===== src/rtl/sched_walk_pkg.sv =====
package sched_walk_pkg;

  localparam int LINK_W    = 32;
  localparam int LNK_DEPTH = 2;   // depth/breadth select inside a descriptor link
  localparam int LNK_QH    = 1;   // target is a queue head
  localparam int LNK_TERM  = 0;   // pointer invalid

  typedef enum logic [3:0] {
    ST_IDLE,
    ST_LIST,   // read frame-list entry
    ST_DISP,   // decide where the current link leads
    ST_QH0,    // read queue head horizontal word
    ST_QH1,    // read queue head element word
    ST_TD0,    // read descriptor link word
    ST_TD1,    // read descriptor status word
    ST_EXEC,   // wait on executor
    ST_WB,     // write element word back
    ST_NEXT    // choose follow-on link
  } walk_st_e;

  typedef struct packed {
    logic [LINK_W-1:0] ptr;
    logic              is_qh;
    logic              term;
  } link_t;

endpackage


===== src/rtl/sched_link_dec.sv =====
module sched_link_dec
  import sched_walk_pkg::*;
(
  input  logic [LINK_W-1:0] link_word,
  output link_t             fields
);
  assign fields.ptr   = link_word & ~{{(LINK_W-4){1'b0}}, 4'hF};
  assign fields.is_qh = link_word[LNK_QH];
  assign fields.term  = link_word[LNK_TERM];
endmodule


===== src/rtl/sched_mem_port.sv =====
module sched_mem_port #(
  parameter int AW = 30,
  parameter int DW = 32
) (
  input  logic          clk,
  input  logic          rst_n,
  input  logic          cmd_valid,
  input  logic          cmd_write,
  input  logic [AW-1:0] cmd_addr,
  input  logic [DW-1:0] cmd_wdata,
  output logic          cmd_done,
  output logic [DW-1:0] cmd_rdata,
  output logic          mem_valid,
  input  logic          mem_ready,
  output logic          mem_write,
  output logic [AW-1:0] mem_addr,
  output logic [DW-1:0] mem_wdata,
  input  logic          mem_rvalid,
  input  logic [DW-1:0] mem_rdata
);
  logic waiting;

  assign mem_valid = cmd_valid && !waiting;
  assign mem_write = cmd_write;
  assign mem_addr  = cmd_addr;
  assign mem_wdata = cmd_wdata;
  assign cmd_rdata = mem_rdata;
  assign cmd_done  = (mem_valid && mem_ready && cmd_write) || (waiting && mem_rvalid);

  always_ff @(posedge clk) begin
    if (!rst_n) begin
      waiting <= 1'b0;
    end else if (mem_valid && mem_ready && !cmd_write) begin
      waiting <= 1'b1;
    end else if (waiting && mem_rvalid) begin
      waiting <= 1'b0;
    end
  end

  // a stalled request keeps its content
  assert_req_hold_R13: assert property (@(posedge clk) disable iff (!rst_n)
    (mem_valid && !mem_ready) |=> (mem_valid && $stable(mem_addr) &&
                                   $stable(mem_write) && $stable(mem_wdata)));

endmodule


===== src/rtl/sched_walker.sv =====
module sched_walker
  import sched_walk_pkg::*;
#(
  parameter int IDX_W   = 10,
  parameter int ACT_BIT = 23
) (
  input  logic              clk,
  input  logic              rst_n,
  input  logic              frame_start,
  input  logic [IDX_W-1:0]  frame_idx,
  input  logic [31:0]       list_base,
  output logic              busy,
  output logic              mem_valid,
  input  logic              mem_ready,
  output logic              mem_write,
  output logic [29:0]       mem_addr,
  output logic [31:0]       mem_wdata,
  input  logic              mem_rvalid,
  input  logic [31:0]       mem_rdata,
  output logic              exe_valid,
  output logic [31:0]       exe_td,
  input  logic              exe_done,
  input  logic              exe_ok
);
  localparam int WORD_AW = LINK_W - 2;

  walk_st_e          st;
  logic [IDX_W-1:0]  idx_q;
  logic [LINK_W-1:0] base_q;
  logic [LINK_W-1:0] cur_link;
  logic              vert;      // cur_link came from an element link
  logic [LINK_W-1:0] qh_addr;   // cached queue context
  logic [LINK_W-1:0] qh_horiz;
  logic              in_q;
  logic [LINK_W-1:0] td_addr;
  logic [LINK_W-1:0] td_link;
  logic              run_ok;

  link_t cl;
  sched_link_dec u_cur_dec (.link_word(cur_link), .fields(cl));

  logic              cmd_valid;
  logic              cmd_write;
  logic [LINK_W-1:0] cmd_byte;
  logic              cmd_done;
  logic [LINK_W-1:0] cmd_rdata;

  always_comb begin
    cmd_valid = 1'b1;
    cmd_write = 1'b0;
    cmd_byte  = '0;
    unique case (st)
      ST_LIST: cmd_byte = base_q + {{(LINK_W-IDX_W-2){1'b0}}, idx_q, 2'b00};
      ST_QH0:  cmd_byte = qh_addr;
      ST_QH1:  cmd_byte = qh_addr + 32'd4;
      ST_TD0:  cmd_byte = td_addr;
      ST_TD1:  cmd_byte = td_addr + 32'd4;
      ST_WB: begin
        cmd_byte  = qh_addr + 32'd4;
        cmd_write = 1'b1;
      end
      default: cmd_valid = 1'b0;
    endcase
  end

  sched_mem_port #(.AW(WORD_AW), .DW(LINK_W)) u_mem_port (
    .clk       (clk),
    .rst_n     (rst_n),
    .cmd_valid (cmd_valid),
    .cmd_write (cmd_write),
    .cmd_addr  (cmd_byte[LINK_W-1:2]),
    .cmd_wdata (td_link),
    .cmd_done  (cmd_done),
    .cmd_rdata (cmd_rdata),
    .mem_valid (mem_valid),
    .mem_ready (mem_ready),
    .mem_write (mem_write),
    .mem_addr  (mem_addr),
    .mem_wdata (mem_wdata),
    .mem_rvalid(mem_rvalid),
    .mem_rdata (mem_rdata)
  );

  assign busy      = (st != ST_IDLE);
  assign exe_valid = (st == ST_EXEC);
  assign exe_td    = td_addr;

  always_ff @(posedge clk) begin
    if (!rst_n) begin
      st       <= ST_IDLE;
      idx_q    <= '0;
      base_q   <= '0;
      cur_link <= '0;
      vert     <= 1'b0;
      qh_addr  <= '0;
      qh_horiz <= '0;
      in_q     <= 1'b0;
      td_addr  <= '0;
      td_link  <= '0;
      run_ok   <= 1'b0;
    end else begin
      unique case (st)
        ST_IDLE: if (frame_start) begin
          idx_q  <= frame_idx;
          base_q <= list_base;
          st     <= ST_LIST;
        end
        ST_LIST: if (cmd_done) begin
          cur_link <= cmd_rdata;
          vert     <= 1'b0;
          st       <= ST_DISP;
        end
        ST_DISP: begin
          if (cl.term) begin
            if (vert) begin          // empty queue: go sideways
              cur_link <= qh_horiz;
              vert     <= 1'b0;
            end else begin           // end of frame
              st <= ST_IDLE;
            end
          end else if (cl.is_qh) begin   // new (possibly nested) context
            qh_addr <= cl.ptr;
            st      <= ST_QH0;
          end else begin
            td_addr <= cl.ptr;
            in_q    <= vert;
            st      <= ST_TD0;
          end
        end
        ST_QH0: if (cmd_done) begin
          qh_horiz <= cmd_rdata;
          st       <= ST_QH1;
        end
        ST_QH1: if (cmd_done) begin
          cur_link <= cmd_rdata;
          vert     <= 1'b1;
          st       <= ST_DISP;
        end
        ST_TD0: if (cmd_done) begin
          td_link <= cmd_rdata;
          st      <= ST_TD1;
        end
        ST_TD1: if (cmd_done) begin
          if (cmd_rdata[ACT_BIT]) begin
            st <= ST_EXEC;
          end else begin
            run_ok <= 1'b0;
            st     <= ST_NEXT;
          end
        end
        ST_EXEC: if (exe_done) begin
          run_ok <= exe_ok;
          st     <= (exe_ok && in_q) ? ST_WB : ST_NEXT;
        end
        ST_WB: if (cmd_done) st <= ST_NEXT;
        ST_NEXT: begin
          if (!in_q) begin
            cur_link <= td_link;
            vert     <= 1'b0;
          end else if (run_ok && td_link[LNK_DEPTH]) begin
            cur_link <= td_link;
            vert     <= 1'b1;
          end else begin
            cur_link <= qh_horiz;
            vert     <= 1'b0;
          end
          st <= ST_DISP;
        end
        default: st <= ST_IDLE;
      endcase
    end
  end

  // a walk always opens with a read
  assert_first_read_R1: assert property (@(posedge clk) disable iff (!rst_n)
    $rose(busy) |-> (mem_valid && !mem_write));

  // nothing leaves the block while idle
  assert_idle_quiet_R2: assert property (@(posedge clk) disable iff (!rst_n)
    !busy |-> (!mem_valid && !exe_valid));

  // executor request held until done
  assert_exe_hold_R5: assert property (@(posedge clk) disable iff (!rst_n)
    (exe_valid && !exe_done) |=> (exe_valid && $stable(exe_td)));

  // no memory traffic while executing
  assert_exe_excl_R5: assert property (@(posedge clk) disable iff (!rst_n)
    !(exe_valid && mem_valid));

  // write-backs only ever target an element word (offset 4 of a head)
  assert_wb_slot_R6: assert property (@(posedge clk) disable iff (!rst_n)
    (mem_valid && mem_write) |-> (mem_addr[1:0] == 2'b01));

  // a write-back follows directly on a successful completion
  assert_wb_after_ok_R7: assert property (@(posedge clk) disable iff (!rst_n)
    $rose(mem_valid && mem_write) |-> $past(exe_done && exe_ok));

endmodule


===== config.mk =====
export PLATFORM = sky130hd
export DESIGN_NAME = sched_walker
export DESIGN_NICKNAME = d
export VERILOG_FILES = /design/src/rtl/sched_walk_pkg.sv /design/src/rtl/sched_link_dec.sv /design/src/rtl/sched_mem_port.sv /design/src/rtl/sched_walker.sv
export SDC_FILE = /design/constraint.sdc
export NUM_CORES = 1
export LEC_CHECK = 0
export BUFFER_PORTS_ARGS = -buffer_cell sky130_fd_sc_hd__clkbuf_2
export CELL_PAD_IN_SITES_DETAIL_PLACEMENT = 2
export CELL_PAD_IN_SITES_GLOBAL_PLACEMENT = 2
export CORE_UTILIZATION = 29
export CTS_BUF_LIST = sky130_fd_sc_hd__clkbuf_16
export DETAILED_ROUTE_END_ITERATION = 7
export PLACE_DENSITY = 0.8
export REMOVE_ABC_BUFFERS = 1
export SYNTH_ARGS = -nofsm -noshare
export SYNTH_HDL_FRONTEND = slang
export SYNTH_SLANG_ARGS = --single-unit

===== constraint.sdc =====
create_clock -name clk -period 2.2 [get_ports clk]
set_input_delay 0.11 -clock clk [delete_from_list [all_inputs] [get_ports clk]]
set_output_delay 0.11 -clock clk [all_outputs]
set_load 0.005 [all_outputs]

==> flow_metrics.py <==
metrics = {
    "synthesis": {
        "synthesis.area_um2": 9020,
        "synth_area_per_cell_um2": 7.80,
        "async_flop_share_pct": 0,
        "post_synth_num_cell_types": 68,
        "synth_seq_cells": 196,
        "synthCells": 1157,
        "synth-seq-area-share_pct": 43.5,
        "synth_edf_count": 0,
        "ys.warnings.count": 0,
        "synthFlopType": "dfxtp_1",
    },
    "floorplan": {
        "die_h_um": 178,
        "die_w_um": 178,
        "rows": 64,
        "coreArea_um2": 30600,
        "start_util_pct": 29.5,
        "io_pins": 179,
        "die_area_um2": 31800,
    },
    "final_layout": {
        "num_antenna_cells": 0,
        "nNetsFinal": 1522,
        "layout_common_cells": "nand2_1, dfxtp_1, a21oi_1",
        "final.fill_count": 3343,
        "final_common_cell": "nand2_1",
        "drive_gt1_share_pct": 29.0,
        "instances_no_fill": 1839,
        "area_growth_pct": 44.6,
    },
    "critical_path": {
        "crit_path_cell_trace": "ha_2 > a21oi_1 > nand2_1 > o31ai_4 > buf_4 > nor2_2 > xnor2_1 > o21ai_2 > clkbuf_2",
        "required_ns": 2.09,
        "path_class": "flip-flop to output pin",
        "cp-end-kind": "output pin",
        "max_stage_delay_ns": 0.37,
        "cp.arrival_ns": 2.82,
        "worstPathMaxFanout": 3,
        "cp-start-kind": "flip-flop",
        "cpMaxStageDelayCell": "dfxtp_1",
    },
    "hold_path": {
        "hold_class": "primary input to flip-flop",
    },
    "placement": {
        "port_buffers": 172,
        "dp_hpwl_um": 25200,
        "place_congestion": 0.875,
        "dp_cells": 1717,
    },
    "global_routing": {
        "grt_max_degree": 76,
        "grt_overflow": 0,
        "antenna_found_initial": 0,
        "grt_pass1_vias": 10600,
        "grt_first_pass_wirelength_um": 61700,
        "track_usage_pct": 25.4,
    },
    "detailed_routing": {
        "firstDrtPassIters": 7,
        "wl_um": 44500,
        "vias": 10100,
        "antenna_left": 0,
        "wl_per_cell_um": 24.2,
        "drtIter0Drc": 715,
        "drc": 0,
        "vias_per_cell": 5.51,
    },
    "sta": {
        "fin_skew_ns": 0.0215,
        "slew_violations": 0,
        "setup_ws_ns": -0.732,
        "finalSetupViolCount": 27,
        "fin_crit_ns": 2.93,
        "rsz0062_at_grt": "yes",
        "maxSlewHeadroom_pct": 44.0,
        "report.final.hold_viol_count": 2,
        "fmax_mhz": 341,
        "worst_slew_pin_slew_ns": 0.840,
        "tns_ns": -12.95,
        "timing.hold.ws_ns": -0.00757,
        "finalCritPeriodShare_pct": 133,
    },
    "clocking": {
        "cts_tree": "yes",
        "clockBufferDepth": 2,
        "cts_buffers": 17,
        "cts.sinks": 196,
        "htreeDepth": 4,
        "clockRootBuffer": "clkbuf_16",
        "insertion_delay_ns": 0.46,
        "clk_pin_slew_worst_paths_ns": 0.10,
    },
    "power_and_ir_drop": {
        "ir_worst_vdd_mv": 0.505,
        "p_leak_nw": 4.75,
        "power.density_nw_per_um2": 986,
    },
    "status": {
        "violations": "hold timing, setup timing",
        "outcome": "finished with violations",
    },
    "flow_run": {
        "drv_cap": 0,
    },
}
==> metal layers <==
layer | share of wire, % | global-route usage, % | vias to the layer above
met2 | 51 | 44.6 | 357
met1 | 41 | 30.9 | 5104
met4 | 4.3 | 10.6 | 0
met3 | 4.0 | 3.45 | 110
li1 | - | - | 4553
met5 | 0 | 0 | -
==> synth_stat cells (5+ instances only) <==
cell type | count | area [um2]
nand2_1 | 355 | 1330
dfxtp_1 | 196 | 3920
a21oi_1 | 168 | 841
o21ai_0 | 61 | 305
buf_2 | 41 | 205
clkbuf_1 | 41 | 154
a222oi_1 | 29 | 290
a21boi_0 | 28 | 210
a22oi_1 | 21 | 158
nor2_1 | 20 | 75.1
xnor2_1 | 19 | 166
a21boi_1 | 13 | 97.6
nand3_1 | 12 | 60.1
buf_4 | 10 | 75.1
ha_1 | 10 | 125
inv_1 | 10 | 37.5
nand2b_1 | 10 | 62.6
nor3_1 | 9 | 45.0
mux2i_1 | 7 | 70.1
nand4_1 | 6 | 37.5
a211oi_1 | 5 | 37.5
and3_1 | 5 | 31.3
or3_1 | 5 | 31.3
==> kinds of logic (layout without fill, tap and decap cells) <==
group,after synthesis,in the layout,share of synthesized area [%]
flip-flops,196,196,43.5
multiplexers,8,8,0.901
buffers and inverters,108,391,5.57
AO/OA/AOI/OAI,365,365,25.5
adder cells (fa/ha/maj),11,11,1.61
XOR/XNOR,22,22,2.14
other,1,4,0.0416
AND/OR/NAND/NOR,446,446,20.7
==> worst max-delay path, delay by kind of cell (launching register included) <==
| kind | cells | cell delay (ns) |
|---|---|---|
| AND/OR/NAND/NOR | 2 | 0.27 |
| adder cells (fa/ha/maj) | 1 | 0.32 |
| AO/OA/AOI/OAI | 3 | 0.75 |
| buffers and inverters | 2 | 0.36 |
| XOR/XNOR | 1 | 0.28 |
| flip-flops | 1 | 0.37 |
==> registers in the layout, indices dropped and copies added (netlist names) <==
signal / cells
td_link: 32
base_q: 30
cur_link: 30
qh_horiz: 30
exe_td: 28
qh_addr: 28
idx_q: 10
st: 4
in_q: 1
run_ok: 1
u_mem_port.waiting: 1
vert: 1
==> through the flow <==
stage	instance area, um2	util [%]	worst slack, ns	hold WS [ns]	power [mW]
after floorplan	8580	-	-1.42	0.228	6.28
final	13000	42.6	-0.732	-0.00757	12.9
after CTS	12500	40.9	-0.586	0.00122	12.1
after global placement	10800	35.2	-0.180	0.332	8.01
after global routing	13000	42.6	-0.789	-0.0112	13.4
after detailed placement	10800	35.2	-0.357	0.347	8.17
==> cell type report <==
cell class,count,area (um2),share of cell area [%]
multi-input cells,856,5280,40.5
flip-flops and latches,196,3950,30.3
repair buffers,345,2650,20.3
well taps,396,495,3.80
clock buffers,17,425,3.26
clock inverters,15,193,1.48
inverters,14,53.8,0.413
==> path summary, 6_finish.rpt <==
check        depth (start not counted)          start      endpoint  slack, ns
min                                  3  mem_rdata[23]   td_link[23]     -0.008
max                                  9       idx_q[9]  mem_addr[16]      -0.73
min reg2reg                          2   qh_horiz[27]  qh_horiz[27]       0.46
max reg2reg                          9          st[1]  cur_link[10]       0.06
==> timing repair <==
action                     CTS  global route
pin swaps                   34            42
setup buffers               12            12
hold endpoints to repair    99             1
gates cloned                 2             2
setup endpoints to repair  117           123
hold buffers                70             1
gates resized for setup     97           102
==> report_power, final <==
group | switching (mW) | internal (mW) | total [mW]
sequential | 0.411 | 3.94 | 4.35
combinational | 2.99 | 2.09 | 5.08
clock | 1.61 | 1.83 | 3.43
(Power assumes the default switching activity.)
